===== config.mk =====
export PLATFORM = sky130hd
export DESIGN_NAME = phy_tpg_top
export DESIGN_NICKNAME = d
export VERILOG_FILES = /design/src/rtl/tpg_pkg.sv /design/src/rtl/tpg_prbs.sv /design/src/rtl/tpg_symstore.sv /design/src/rtl/tpg_lane_mux.sv /design/src/rtl/phy_tpg_top.sv
export SDC_FILE = /design/constraint.sdc
export NUM_CORES = 1
export LEC_CHECK = 0
export ABC_AREA = 0
export BUFFER_PORTS_ARGS = -buffer_cell sky130_fd_sc_hd__buf_2
export CORE_MARGIN = 1
export CORE_UTILIZATION = 35
export DETAILED_ROUTE_END_ITERATION = 16
export SYNTH_ARGS = -nofsm -noshare
export SYNTH_HDL_FRONTEND = slang
export SYNTH_SLANG_ARGS = --single-unit
export TNS_END_PERCENT = 5

===== constraint.sdc =====
create_clock -name clk -period 2.1 [get_ports clk]
set_input_delay 0.105 -clock clk [delete_from_list [all_inputs] [get_ports clk]]
set_output_delay 0.105 -clock clk [all_outputs]
set_load 0.005 [all_outputs]

===== src/rtl/tpg_pkg.sv =====
package tpg_pkg;

  localparam int PRBS_STATE_W = 23;

  typedef enum logic {
    POLY_SHORT = 1'b0,
    POLY_LONG  = 1'b1
  } poly_e;

  function automatic logic prbs_feedback(input logic [PRBS_STATE_W-1:0] st,
                                         input poly_e poly);
    if (poly == POLY_SHORT) return st[6] ^ st[5];
    else                    return st[22] ^ st[17];
  endfunction

endpackage


===== src/rtl/tpg_prbs.sv =====
module tpg_prbs
  import tpg_pkg::*;
#(
  parameter int SYM_W = 10
) (
  input  logic             clk,
  input  logic             rst_n,
  input  logic             en,
  input  poly_e            poly,
  output logic [SYM_W-1:0] sym
);

  logic [PRBS_STATE_W-1:0] state_q;
  logic [PRBS_STATE_W-1:0] state_d;
  logic [PRBS_STATE_W-1:0] walk;
  logic [SYM_W-1:0]        bits;

  // Ten serial steps per symbol clock; first produced bit lands in bit 0.
  always_comb begin
    walk = state_q;
    bits = '0;
    for (int i = 0; i < SYM_W; i++) begin
      bits[i] = prbs_feedback(walk, poly);
      walk    = {walk[PRBS_STATE_W-2:0], bits[i]};
    end
    state_d = en ? walk : '1;
    sym     = en ? bits : '0;
  end

  always_ff @(posedge clk or negedge rst_n) begin
    if (!rst_n) state_q <= '1;
    else        state_q <= state_d;
  end

endmodule


===== src/rtl/tpg_symstore.sv =====
module tpg_symstore #(
  parameter int SYM_W = 10,
  parameter int SLOTS = 8,
  localparam int IDX_W  = $clog2(SLOTS),
  localparam int CUST_W = SYM_W * SLOTS
) (
  input  logic              clk,
  input  logic              rst_n,
  input  logic              wr_en,
  input  logic [IDX_W-1:0]  wr_idx,
  input  logic [SYM_W-1:0]  wr_data,
  input  logic              cust_load,
  input  logic [CUST_W-1:0] cust_data,
  input  logic              bypass,
  output logic [SYM_W-1:0]  rd_sym,
  output logic [IDX_W-1:0]  rd_idx
);

  logic [SYM_W-1:0] slot_q [SLOTS];

  // The packed custom pattern is laid out so that slot k is simply
  // bits [10k+9:10k] of the little-endian byte string.
  for (genvar k = 0; k < SLOTS; k++) begin : g_slot
    logic [SYM_W-1:0] slot_d;
    logic             slot_ce;

    always_comb begin
      slot_ce = cust_load || (wr_en && (wr_idx == IDX_W'(k)));
      slot_d  = cust_load ? cust_data[k*SYM_W +: SYM_W] : wr_data;
    end

    always_ff @(posedge clk or negedge rst_n) begin
      if (!rst_n)       slot_q[k] <= '0;
      else if (slot_ce) slot_q[k] <= slot_d;
    end
  end

  logic             bypass_q;
  logic [IDX_W-1:0] idx_q;
  logic [IDX_W-1:0] idx_d;
  logic             idx_ce;

  always_comb begin
    rd_idx = bypass_q ? idx_q : '0;
    idx_ce = bypass;
    idx_d  = (rd_idx == IDX_W'(SLOTS-1)) ? '0 : rd_idx + IDX_W'(1);
    rd_sym = slot_q[rd_idx];
  end

  always_ff @(posedge clk or negedge rst_n) begin
    if (!rst_n) begin
      bypass_q <= 1'b0;
      idx_q    <= '0;
    end else begin
      bypass_q <= bypass;
      if (idx_ce) idx_q <= idx_d;
    end
  end

endmodule


===== src/rtl/tpg_lane_mux.sv =====
module tpg_lane_mux #(
  parameter int LANES = 4,
  parameter int SYM_W = 10,
  localparam int BUS_W = LANES * SYM_W
) (
  input  logic             clk,
  input  logic             rst_n,
  input  logic             bypass,
  input  logic [LANES-1:0] lane_dbg,
  input  logic [SYM_W-1:0] dbg_sym,
  input  logic [SYM_W-1:0] prbs_sym,
  input  logic [BUS_W-1:0] link_in,
  output logic [BUS_W-1:0] lane_out
);

  for (genvar l = 0; l < LANES; l++) begin : g_lane
    logic [SYM_W-1:0] lane_d;
    logic [SYM_W-1:0] lane_q;

    always_comb begin
      if (!bypass)          lane_d = link_in[l*SYM_W +: SYM_W];
      else if (lane_dbg[l]) lane_d = dbg_sym;
      else                  lane_d = prbs_sym;
    end

    always_ff @(posedge clk or negedge rst_n) begin
      if (!rst_n) lane_q <= '0;
      else        lane_q <= lane_d;
    end

    assign lane_out[l*SYM_W +: SYM_W] = lane_q;
  end

endmodule


===== src/rtl/phy_tpg_top.sv =====
module phy_tpg_top
  import tpg_pkg::*;
#(
  parameter int LANES = 4,
  parameter int SYM_W = 10,
  parameter int SLOTS = 8,
  localparam int IDX_W  = $clog2(SLOTS),
  localparam int CUST_W = SYM_W * SLOTS,
  localparam int BUS_W  = LANES * SYM_W
) (
  input  logic              clk,
  input  logic              rst_n,
  input  logic              cfg_bypass,
  input  logic              cfg_prbs_en,
  input  logic              cfg_prbs_sel,
  input  logic [LANES-1:0]  cfg_lane_dbg,
  input  logic              sym_wr_en,
  input  logic [IDX_W-1:0]  sym_wr_idx,
  input  logic [SYM_W-1:0]  sym_wr_data,
  input  logic              cust_load,
  input  logic [CUST_W-1:0] cust_bytes,
  input  logic [BUS_W-1:0]  link_data_in,
  output logic [BUS_W-1:0]  lane_out
);

  logic [SYM_W-1:0] prbs_sym;
  logic [SYM_W-1:0] dbg_sym;
  logic [IDX_W-1:0] rd_idx;

  tpg_prbs #(.SYM_W(SYM_W)) u_prbs (
    .clk  (clk),
    .rst_n(rst_n),
    .en   (cfg_prbs_en),
    .poly (poly_e'(cfg_prbs_sel)),
    .sym  (prbs_sym)
  );

  tpg_symstore #(.SYM_W(SYM_W), .SLOTS(SLOTS)) u_store (
    .clk      (clk),
    .rst_n    (rst_n),
    .wr_en    (sym_wr_en),
    .wr_idx   (sym_wr_idx),
    .wr_data  (sym_wr_data),
    .cust_load(cust_load),
    .cust_data(cust_bytes),
    .bypass   (cfg_bypass),
    .rd_sym   (dbg_sym),
    .rd_idx   (rd_idx)
  );

  tpg_lane_mux #(.LANES(LANES), .SYM_W(SYM_W)) u_mux (
    .clk     (clk),
    .rst_n   (rst_n),
    .bypass  (cfg_bypass),
    .lane_dbg(cfg_lane_dbg),
    .dbg_sym (dbg_sym),
    .prbs_sym(prbs_sym),
    .link_in (link_data_in),
    .lane_out(lane_out)
  );

endmodule


==> results of run 1 <==
==> synth_stat cells (3+ instances only) <==
master	n	area share, %
sky130_fd_sc_hd__a211oi_1	31	3.0
sky130_fd_sc_hd__a211oi_2	5	0.81
sky130_fd_sc_hd__a21oi_1	48	3.1
sky130_fd_sc_hd__a221oi_1	4	0.45
sky130_fd_sc_hd__a2bb2oi_2	9	1.7
sky130_fd_sc_hd__and2_1	5	0.40
sky130_fd_sc_hd__buf_1	8	0.39
sky130_fd_sc_hd__buf_2	12	0.78
sky130_fd_sc_hd__buf_4	8	0.78
sky130_fd_sc_hd__clkbuf_1	40	1.9
sky130_fd_sc_hd__dfrtp_1	124	40
sky130_fd_sc_hd__dfstp_2	23	7.8
sky130_fd_sc_hd__inv_1	13	0.63
sky130_fd_sc_hd__mux2_2	11	1.6
sky130_fd_sc_hd__mux2i_1	109	14
sky130_fd_sc_hd__nand2_1	94	4.6
sky130_fd_sc_hd__nand2b_1	19	1.5
sky130_fd_sc_hd__nand3b_1	9	0.87
sky130_fd_sc_hd__nand4b_1	3	0.34
sky130_fd_sc_hd__nor2_1	44	2.1
sky130_fd_sc_hd__o21ai_0	81	5.2
sky130_fd_sc_hd__o221ai_1	6	0.68
sky130_fd_sc_hd__o221ai_2	3	0.58
sky130_fd_sc_hd__o22ai_1	7	0.57
sky130_fd_sc_hd__or2_2	9	0.73
sky130_fd_sc_hd__xnor2_1	20	2.3
==> layout make-up <==
cell class              count  area [sq um]
diodes                      1          2.50
clock buffers              20           457
clock inverters            12           178
fillers                  2030         11100
inverters                  14          52.6
multi-input cells         536          3640
flip-flops and latches    147          3710
well taps                 280           350
repair buffers            319          2280
==> per-stage QoR <==
stage	total power (uW)	std cells	util, %
finish	8710	1329	49.1
global route	9120	1329	49.1
CTS	8760	1326	48.9
global placement	5310	1182	40.9
floorplan	4610	769	-
detailed placement	5330	1182	40.9
==> path summary, 6_finish.rpt <==
kind,from,end
hold / removal,link_data_in[33],u_mux.g_lane[3].lane_q[3]
max in group asynchronous,rst_n,u_prbs.state_q[11]
min in group asynchronous,rst_n,u_mux.g_lane[0].lane_q[3]
setup / recovery,u_store.idx_q[0],u_mux.g_lane[1].lane_q[8]
hold reg to reg,u_prbs.state_q[7],u_prbs.state_q[17]
setup reg to reg,u_store.idx_q[0],u_mux.g_lane[1].lane_q[8]
==> power groups by stage <==
| stage | combinational (uW) | clock, uW | sequential [uW] |
|---|---|---|---|
| after floorplan | 1190 | 0 | 3420 |
| after global placement | 1790 | 0 | 3520 |
| after detailed placement | 1810 | 0 | 3520 |
| after CTS | 1980 | 3310 | 3470 |
| after global routing | 2170 | 3440 | 3510 |
| final | 1980 | 3260 | 3480 |
==> worst reg2reg max path, stage by stage (launching register included) <==
cell and delay, ns:
sky130_fd_sc_hd__dfrtp_4 0.62, sky130_fd_sc_hd__buf_4 0.23, sky130_fd_sc_hd__or2_2 0.27, sky130_fd_sc_hd__a21oi_1 0.17, sky130_fd_sc_hd__a2bb2oi_2 0.42, sky130_fd_sc_hd__a211oi_1 0.15
==> kinds of logic after synthesis <==
group	share of synthesized area [%]
AOI/OAI and AO/OA	17.3
xor gates and xnor gates	2.26
adders and majority gates	0.162
buffers and inverters	5.36
DFF	47.9
muxes	15.7
and+or+nand+nor	11.3
==> per-layer routing <==
layer	part of all wire [%]	track usage [%]	vias up
met3	4.0	3.76	33
met4	2.1	6.70	2
met5	0.033	0	-
met2	49	36.0	177
li1	-	-	3225
met1	45	28.8	3213
==> sequential cells by signal (all words and copies together), names as in the netlist <==
name / count
u_store.slot_q: 80
u_prbs.state_q: 23
u_store.bypass_q: 1
u_mux.g_lane.lane_q: 40
u_store.idx_q: 3
==> repair_timing <==
action                                 in CTS  in global routing
endpoints found under the hold margin     158                  2
setup endpoints to repair                   0                  5
hold buffers                              112                  2
resized for setup                           0                  1
==> summary.txt, run 1 <==
Run status
  • Outcome: finished, final reports clean

GRT
  • Wire length of the first global-routing pass: 36.8 mm
  • Vias in the first global route: 6,706
  • Antenna violations before repair: 2
  • All-layer global routing usage: 21.7%
  • Overall overflow remaining after global route: 0
  • Pin count of the biggest net entering global routing: 61

Critical path
  • Startpoint kind of the worst setup timing path: register
  • List of cells traversed by the critical path: buf_4 -> or2_2 -> a21oi_1 -> a2bb2oi_2 -> a211oi_1
  • Reg2Reg Depth: 5
  • Slowest cell on crit path: sky130_fd_sc_hd__dfrtp_4
  • Crit path max fanout: 27
  • Delay of the slowest cell on the worst path: 0.62 ns
  • Setup slack, reg-to-reg: 0.10 ns
  • Worst EP arrival: 2.28 ns
  • Crit path depth: 5
  • Delay-heaviest family, CP: compound AO/OA/AOI/OAI gates
  • CP required: 2.38 ns
  • Critical path endpoint category: register
  • Worst setup path class: reg2reg
  • Buffer and inverter count on the worst path: 1

Finish
  • Most common cell after layout, fill and taps aside: sky130_fd_sc_hd__buf_2
  • Post-Layout Inst Area: 0.0107 sq mm
  • Number of nets in the layout: 1,180
  • Fraction of layout instances using a drive strength above 1: 29.3%
  • Commonest cells after routing, fill and taps aside: 181 x sky130_fd_sc_hd__buf_2, 123 x sky130_fd_sc_hd__dfrtp_1, 114 x sky130_fd_sc_hd__dlygate4sd3_1
  • Area grow syn2layout: 37.8%

STA
  • Least setup slack across all paths after layout: 0.100 ns
  • Maximum frequency from static timing analysis: 0.500 GHz
  • Headroom to the max-slew limit: 50.2%
  • Total setup violations reported at the end of the flow: 0
  • Number of max-slew violations in the final report: 0
  • Minimum clock period: 2.00 ns
  • Final Hold Violating Endpoints: 0
  • Setup_tns: 0 ns
  • Skew final: 0.0100 ns
  • Final worst hold slack: 0.00264 ns
  • Slew at the pin closest to its max-slew limit: 0.743 ns
  • RSZ-0062 raised after global routing: false
  • Period utilisation layout: 95.2%

Placed design
  • Placement-stage cell area: 0.00889 sq mm
  • Final HPWL DP: 16.5 mm
  • Number of buffers inserted by port buffering: 183
  • Placer Congestion: 0.823
  • Post-placement setup slack: 0.108 ns

Power
  • Power per Cell Area: 817 mW/mm^2
  • Register share of total power: 39.9%
  • Maximum vdd ir drop: 0.510 mV
  • Switching portion of total power: 28.7%
  • Combinational share of power: 22.7%
  • Cell-internal power: 6220 uW
  • LEAKAGE: 0.00496 uW
  • Power share of the clock group: 37.4%
  • Switching power total: 2500 uW

Hold path
  • Min-delay worst type: in2reg
  • Hold Path Cell Cnt: 3

Floorplan
  • Placement row count: 54
  • Vertical extent of the die: 151 um
  • Initial Utilization: 35.6%
  • Placeable core region: 0.0218 sq mm
  • Number of placed I/O pins: 184
  • Area of the die: 0.0227 sq mm
  • Horizontal die dimension: 151 um

Run
  • Count of max-cap constraint violations: 0

Synthesis
  • Share of synthesized flip-flops with an asynchronous set or reset: 100%
  • Synthesized area divided by synthesized cell count: 10.1 sq um
  • Sequential area share after synthesis: 47.9%
  • Main flop type after synthesis: sky130_fd_sc_hd__dfrtp_1
  • Number of warnings printed during yosys synthesis: 0
  • Synth Cell Area: 0.00774 sq mm
  • Nets in the synthesized netlist: 914
  • Count of mapped cells out of synthesis: 769
  • Count of flip-flops with a built-in enable after synthesis: 0
  • Synth Register Bits: 147
  • Number of different library cells in the post-synthesis netlist: 42

Clock network
  • Number of buffers created by CTS: 17
  • Number of H-tree levels: 4
  • Post-CTS setup buffer count: 0
  • Clock insertion delay at the later pin of the skew report: 0.42 ns
  • Clock input transition at the sequential cells of the worst setup and hold paths: 0.06 ns
  • Cell chosen for the clock root: sky130_fd_sc_hd__clkbuf_16
  • Total clock sinks: 147
  • Max Root-Sink Buffers: 2
  • TritonCTS clock tree: built

Detailed routing
  • Vias per std cell: 5.00
  • Router iterations before antenna repair: 5
  • Post-detailed-routing wire length: 24.0 mm
  • DR iter-0 viols: 411
  • Number of design rule violations left after detail routing: 0
  • Avg WL per Cell: 18.0 um
  • Via count: 6,650
  • Count of antenna-violating nets left after detailed routing: 0
(Power assumes the default switching activity.)
==> inputs of run 2 (changes only) <==
--- a/config.mk
+++ b/config.mk
@@ -10,6 +10,7 @@
 export CORE_MARGIN = 1
 export CORE_UTILIZATION = 35
 export DETAILED_ROUTE_END_ITERATION = 16
+export RECOVER_POWER = 25
 export SYNTH_ARGS = -nofsm -noshare
 export SYNTH_HDL_FRONTEND = slang
 export SYNTH_SLANG_ARGS = --single-unit
==> summary.txt, run 2 (same netlist as run 1, synthesis figures left out) <==
GRT
  • Antenna violations before repair: 1 (was 2)
  • Vias in the first global route: 6,706 (unchanged)
  • Wire length of the first global-routing pass: 36.8 mm (unchanged)
  • All-layer global routing usage: 21.7% (unchanged)
  • Pin count of the biggest net entering global routing: 61 (unchanged)
  • Overall overflow remaining after global route: 0 (unchanged)

Critical path
  • Startpoint kind of the worst setup timing path: register (unchanged)
  • Worst EP arrival: 2.27 ns (was 2.28 ns)
  • CP required: 2.37 ns (was 2.38 ns)
  • Critical path endpoint category: register (unchanged)
  • Worst setup path class: reg2reg (unchanged)
  • Setup slack, reg-to-reg: 0.1 ns (was 0.10 ns)
  • Crit path max fanout: 27 (unchanged)

Detailed routing
  • Sum of routed wire segments on met1: 10.8 mm (about the same)
  • DR iter-0 viols: 374 (was 411)
  • Routed wire length on met3: 991 um (was 949 um)
  • Vias per std cell: 5.00 (about the same)
  • Post-detailed-routing wire length: 24.0 mm (about the same)
  • Via count: 6,639 (was 6,650)
  • Met2 layer wire length in the routed design: 11.7 mm (about the same)
  • Top sig layer: met5 (unchanged)
  • Avg WL per Cell: 18.1 um (was 18.0 um)
  • Count of antenna-violating nets left after detailed routing: 0 (unchanged)
  • Router iterations before antenna repair: 5 (unchanged)
  • Number of design rule violations left after detail routing: 0 (unchanged)

Hold path
  • Min-delay worst type: in2reg (unchanged)

Finish
  • Filler cells: 2,037 (was 2,030)
  • Fraction of layout instances using a drive strength above 1: 28.1% (was 29.3%)
  • Storage element area: 0.00371 sq mm (unchanged)
  • Commonest cells after routing, fill and taps aside: 179 x sky130_fd_sc_hd__buf_2, 123 x sky130_fd_sc_hd__dfrtp_1, 114 x sky130_fd_sc_hd__dlygate4sd3_1 (was 181 x sky130_fd_sc_hd__buf_2, 123 x sky130_fd_sc_hd__dfrtp_1, 114 x sky130_fd_sc_hd__dlygate4sd3_1)
  • Registers with the most flip-flops: u_store.slot_q (80), u_mux.g_lane.lane_q (40), u_prbs.state_q (23) (unchanged)
  • Fraction of the core area covered by cells at the end of the flow: 48.9% (was 49.1%)
  • Footprint of the multi-input gates: 0.00364 sq mm (about the same)
  • Area grow syn2layout: 37.3% (was 37.8%)
  • Final antenna diode count: 0 (was 1)
  • Most common cell after layout, fill and taps aside: sky130_fd_sc_hd__buf_2 (unchanged)
  • Number of flip-flops in the largest register: 80 (unchanged)
  • Top register by number of flip-flops: u_store.slot_q (unchanged)
  • Number of nets in the layout: 1,180 (unchanged)
  • Count of non-filler cells in the finished layout: 1,328 (was 1,329)

Run status
  • Outcome: finished, final reports clean (unchanged)

STA
  • Number of max-slew violations in the final report: 0 (unchanged)
  • Period utilisation layout: 95.3% (was 95.2%)
  • Setup_tns: 0 ns (unchanged)
  • Skew final: 0.00790 ns (was 0.0100 ns)
  • Final Hold Violating Endpoints: 0 (unchanged)
  • Minimum clock period: 2.00 ns (about the same)
  • RSZ-0062 raised after global routing: false (unchanged)
  • Slew at the pin closest to its max-slew limit: 1.42 ns (was 0.743 ns)
  • Maximum frequency from static timing analysis: 0.499 GHz (was 0.500 GHz)
  • Headroom to the max-slew limit: 5.47% (was 50.2%)
  • Total setup violations reported at the end of the flow: 0 (unchanged)
  • Final worst hold slack: 0.00805 ns (was 0.00264 ns)

Clock network
  • Number of H-tree levels: 4 (unchanged)
  • TritonCTS clock tree: built (unchanged)
  • Number of buffers created by CTS: 17 (unchanged)
  • Cell chosen for the clock root: sky130_fd_sc_hd__clkbuf_16 (unchanged)
  • Max Root-Sink Buffers: 2 (unchanged)
  • Clock insertion delay at the later pin of the skew report: 0.42 ns (about the same)
  • Clock input transition at the sequential cells of the worst setup and hold paths: 0.06 ns (about the same)
  • Post-CTS setup buffer count: 0 (unchanged)
  • Total clock sinks: 147 (unchanged)

Floorplan
  • Number of placed I/O pins: 184 (unchanged)
  • Area of the die: 0.0227 sq mm (unchanged)
  • Placement row count: 54 (unchanged)
  • Vertical extent of the die: 151 um (unchanged)
  • Horizontal die dimension: 151 um (unchanged)
  • Placeable core region: 0.0218 sq mm (unchanged)
  • Initial Utilization: 35.6% (unchanged)

Placed design
  • Number of buffers inserted by port buffering: 183 (unchanged)
  • Final HPWL DP: 16.5 mm (unchanged)
  • Cell count after placement: 1,182 (unchanged)
  • Placer Congestion: 0.823 (unchanged)

Power
  • Maximum vdd ir drop: 0.510 mV (about the same)
  • Power per Cell Area: 818 mW/mm^2 (was 817 mW/mm^2)
  • LEAKAGE: 0.00493 uW (was 0.00496 uW)

Run
  • Count of max-cap constraint violations: 0 (unchanged)
-- run 2: power breakdown --
part	switching (uW)	internal, uW
combinational	1040	929
clock	1200	2060
sequential	252	3220
total	2500	6200
-- run 2: worst paths after layout --
check | endpoint | cells after the start | startpoint
hold reg to reg | u_prbs.state_q[17] | 1 | u_prbs.state_q[7]
setup reg to reg | u_mux.g_lane[1].lane_q[8] | 5 | u_store.idx_q[0]
max in group asynchronous | u_prbs.state_q[11] | 3 | rst_n
min in group asynchronous | u_mux.g_lane[3].lane_q[3] | 2 | rst_n
setup / recovery | u_mux.g_lane[1].lane_q[8] | 5 | u_store.idx_q[0]
hold / removal | u_mux.g_lane[3].lane_q[3] | 3 | link_data_in[33]
-- run 2: critical path, stage by stage (launching register included) --
cell                        delay [ns]
sky130_fd_sc_hd__dfrtp_4          0.62
sky130_fd_sc_hd__buf_4            0.23
sky130_fd_sc_hd__or2_2            0.27
sky130_fd_sc_hd__a21oi_1          0.17
sky130_fd_sc_hd__a2bb2oi_2        0.42
sky130_fd_sc_hd__a211oi_1         0.15
-- run 2: repair_timing --
| item | 4_1_cts | 5_1_grt |
|---|---|---|
| resized for setup | 0 | 1 |
| hold buffers | 112 | 2 |
| hold endpoints to repair | 158 | 2 |
| setup endpoints to repair | 0 | 5 |
-- run 2: stage by stage --
stage	area (sq um)	setup WS, ns	total power [uW]
after floorplan	7740	0.523	4610
after global placement	8890	0.139	5310
after detailed placement	8890	0.108	5330
after CTS	10600	0.0983	8760
after global routing	10600	0.0775	9110
final	10600	0.0977	8700
-- run 2: cell type report --
class / instances / share of cell area [%]
clock buffers: 20 / 4.29
clock inverters: 12 / 1.67
inverters: 14 / 0.494
multi-input cells: 536 / 34.2
flip-flops and latches: 147 / 34.9
well taps: 280 / 3.29
repair buffers: 319 / 21.2
-- run 2: per-layer routing --
layer  track usage (%)  vias to the layer above
met2              36.0                      188
met4              6.70                        2
met5                 0                        -
li1                  -                     3221
met1              28.8                     3194
met3              3.76                       34
==> inputs of run 3 (changes only) <==
--- a/config.mk
+++ b/config.mk
@@ -9,7 +9,9 @@
 export BUFFER_PORTS_ARGS = -buffer_cell sky130_fd_sc_hd__buf_2
 export CORE_MARGIN = 1
 export CORE_UTILIZATION = 35
+export CTS_CLUSTER_SIZE = 25
 export DETAILED_ROUTE_END_ITERATION = 16
+export GPL_TIMING_DRIVEN = 0
 export RECOVER_POWER = 25
 export SYNTH_ARGS = -nofsm -noshare
 export SYNTH_HDL_FRONTEND = slang
==> summary.txt, run 3 (same netlist as run 1, synthesis figures left out) <==
Power
  • Switching power total: 2590 uW (was 2500 uW)
  • Cell-internal power: 6090 uW (was 6200 uW)
  • Power per Cell Area: 804 mW/mm^2 (was 818 mW/mm^2)
  • LEAKAGE: 0.00497 uW (was 0.00493 uW)
  • Switching portion of total power: 29.9% (was 28.7%)
  • Combinational share of power: 24.3% (was 22.7%)
  • Register share of total power: 39.1% (was 39.9%)
  • Power share of the clock group: 36.6% (was 37.5%)
  • Maximum vdd ir drop: 0.526 mV (was 0.510 mV)

Critical path
  • Worst EP arrival: 2.27 ns (about the same)
  • Buffer and inverter count on the worst path: 3 (was 1)
  • Delay-heaviest family, CP: compound AO/OA/AOI/OAI gates (unchanged)
  • List of cells traversed by the critical path: buf_6 -> buf_12 -> buf_12 -> mux2i_1 -> o22ai_1 -> a2bb2oi_2 -> a211oi_1 (was buf_4 -> or2_2 -> a21oi_1 -> a2bb2oi_2 -> a211oi_1)
  • Start point of the critical path: u_store.idx_q[0] (unchanged)
  • Slowest cell on crit path: sky130_fd_sc_hd__a2bb2oi_2 (was sky130_fd_sc_hd__dfrtp_4)
  • Startpoint kind of the worst setup timing path: register (unchanged)
  • Most numerous cell on the critical path: sky130_fd_sc_hd__buf_12
  • Crit path max fanout: 10 (was 27)
  • Critical path endpoint category: register (unchanged)
  • Worst setup path class: reg2reg (unchanged)
  • Delay of the slowest cell on the worst path: 0.40 ns (was 0.62 ns)
  • CP required: 2.37 ns (about the same)
  • Launching point of the worst reg2reg path: u_store.idx_q[0] (unchanged)

STA
  • Period utilisation layout: 95.3% (about the same)
  • Minimum clock period: 2.00 ns (about the same)
  • Maximum frequency from static timing analysis: 0.500 GHz (was 0.499 GHz)
  • Total setup violations reported at the end of the flow: 0 (unchanged)
  • Number of max-slew violations in the final report: 0 (unchanged)
  • Least setup slack across all paths after layout: 0.0997 ns (was 0.0977 ns)
  • Skew final: 0.00994 ns (was 0.00790 ns)
  • Headroom to the max-slew limit: 2.80% (was 5.47%)
  • Final Hold Violating Endpoints: 0 (unchanged)
  • RSZ-0062 raised after global routing: false (unchanged)
  • Slew at the pin closest to its max-slew limit: 1.46 ns (was 1.42 ns)

Clock network
  • Hold-fix buffers at CTS: 121 (was 112)
  • Clock insertion delay at the later pin of the skew report: 0.42 ns (about the same)
  • Number of H-tree levels: 4 (unchanged)
  • Total clock sinks: 147 (unchanged)
  • Max Root-Sink Buffers: 2 (unchanged)
  • Post-CTS setup buffer count: 0 (unchanged)
  • Number of buffers created by CTS: 17 (unchanged)
  • Clock input transition at the sequential cells of the worst setup and hold paths: 0.06 ns (about the same)
  • Cell chosen for the clock root: sky130_fd_sc_hd__clkbuf_16 (unchanged)
  • TritonCTS clock tree: built (unchanged)
  • Post-cts gate resize count: 0 (unchanged)

Hold path
  • Min-delay worst type: in2reg (unchanged)
  • Worst Min Path Start: link_data_in[22] (was link_data_in[33])

Run status
  • Outcome: finished, final reports clean (unchanged)

Floorplan
  • Vertical extent of the die: 151 um (unchanged)
  • Area of the die: 0.0227 sq mm (unchanged)
  • Horizontal die dimension: 151 um (unchanged)
  • Placeable core region: 0.0218 sq mm (unchanged)
  • Initial Utilization: 35.6% (unchanged)
  • Number of placed I/O pins: 184 (unchanged)
  • Placement row count: 54 (unchanged)

Run
  • Count of max-cap constraint violations: 0 (unchanged)

Placed design
  • Placer Congestion: 0.883 (was 0.823)
  • Cell count after placement: 1,221 (was 1,182)
  • Post-placement setup slack: 0.110 ns (was 0.108 ns)
  • Number of buffers inserted by port buffering: 171 (was 183)
  • Final HPWL DP: 17.7 mm (was 16.5 mm)

Detailed routing
  • Routed wire length on met3: 1.08 mm (was 991 um)
  • Top sig layer: met5 (unchanged)
  • Via count: 6,904 (was 6,639)
  • Count of antenna-violating nets left after detailed routing: 0 (unchanged)
  • Post-detailed-routing wire length: 25.4 mm (was 24.0 mm)
  • DR iter-0 viols: 484 (was 374)
  • Met2 layer wire length in the routed design: 12.2 mm (was 11.7 mm)
  • Sum of routed wire segments on met1: 11.7 mm (was 10.8 mm)
  • Vias per std cell: 5.02 (was 5.00)
  • Number of design rule violations left after detail routing: 0 (unchanged)
  • Router iterations before antenna repair: 8 (was 5)
  • Avg WL per Cell: 18.5 um (was 18.1 um)

GRT
  • Wire length of the first global-routing pass: 39.1 mm (was 36.8 mm)
  • Vias in the first global route: 7,100 (was 6,706)
  • All-layer global routing usage: 23.1% (was 21.7%)
  • Pin count of the biggest net entering global routing: 92 (was 61)
  • Overall overflow remaining after global route: 0 (unchanged)
  • Antenna violations before repair: 1 (unchanged)

Finish
  • Number of nets in the layout: 1,226 (was 1,180)
  • Most common cell after layout, fill and taps aside: sky130_fd_sc_hd__buf_2 (unchanged)
  • Number of flip-flops in the largest register: 80 (unchanged)
  • Top register by number of flip-flops: u_store.slot_q (unchanged)
  • Fraction of layout instances using a drive strength above 1: 25.7% (was 28.1%)
  • Final antenna diode count: 0 (unchanged)
  • Registers with the most flip-flops: u_store.slot_q (80), u_mux.g_lane.lane_q (40), u_prbs.state_q (23) (unchanged)
  • Area grow syn2layout: 39.5% (was 37.3%)
  • Commonest cells after routing, fill and taps aside: 180 x sky130_fd_sc_hd__buf_2, 124 x sky130_fd_sc_hd__dfrtp_1, 121 x sky130_fd_sc_hd__dlygate4sd3_1 (was 179 x sky130_fd_sc_hd__buf_2, 123 x sky130_fd_sc_hd__dfrtp_1, 114 x sky130_fd_sc_hd__dlygate4sd3_1)
  • Count of non-filler cells in the finished layout: 1,374 (was 1,328)
## run 3: layout make-up
cell class                 instances  area [sq um]
buffer                            72           362
clock buffer                      18           439
clock inverter                    14           176
fill                            2040         11000
inverter                          14          52.6
multi-input combinational        536          3620
sequential                       147          3710
tap                              280           350
timing repair buffer             293          2090
## run 3: stage by stage
stage / power, uW / area [sq um] / TNS (ns) / hold WS [ns] / utilization, %
final: 8680 / 10800 / 0 / 0.0511 / 49.6
after global routing: 9070 / 10800 / 0 / 0.0355 / 49.6
after CTS: 8740 / 10800 / 0 / 0.0432 / 49.7
after detailed placement: 5390 / 8980 / 0 / 0.114 / 41.3
after global placement: 5360 / 8950 / -170.21 / 0.229 / 41.1
after floorplan: 4610 / 7740 / 0 / -0.191 / -
## run 3: tightest hold or removal path, delay by kind of cell
family	cells	cell delay (ns)
AND/OR/NAND/NOR	1	0.15
buffers and inverters	1	0.09
AO/OA/AOI/OAI	1	0.07
## run 3: power groups by stage
stage	registers, uW	clock network (uW)	logic, uW
global route	3430	3330	2310
floorplan	3420	0	1190
finish	3400	3180	2110
detailed placement	3450	0	1940
CTS	3410	3220	2110
global placement	3450	0	1910
## run 3: worst paths after layout
kind / slack, ns / cells past startpoint / to
hold reg to reg: 0.49 / 1 / u_prbs.state_q[17]
setup reg to reg: 0.1 / 7 / u_mux.g_lane[0].lane_q[2]
min in group asynchronous: 0.58 / 2 / u_mux.g_lane[3].lane_q[3]
hold / removal: 0.05 / 3 / u_mux.g_lane[2].lane_q[2]
setup / recovery: 0.1 / 7 / u_mux.g_lane[0].lane_q[2]
max in group asynchronous: 0.42 / 3 / u_store.slot_q[45]
## run 3: layer usage
metal / global-route usage (%) / vias to the layer above
met5: 0 / -
met4: 6.50 / 2
met1: 31.3 / 3351
met2: 38.4 / 208
met3: 2.94 / 29
li1: - / 3314
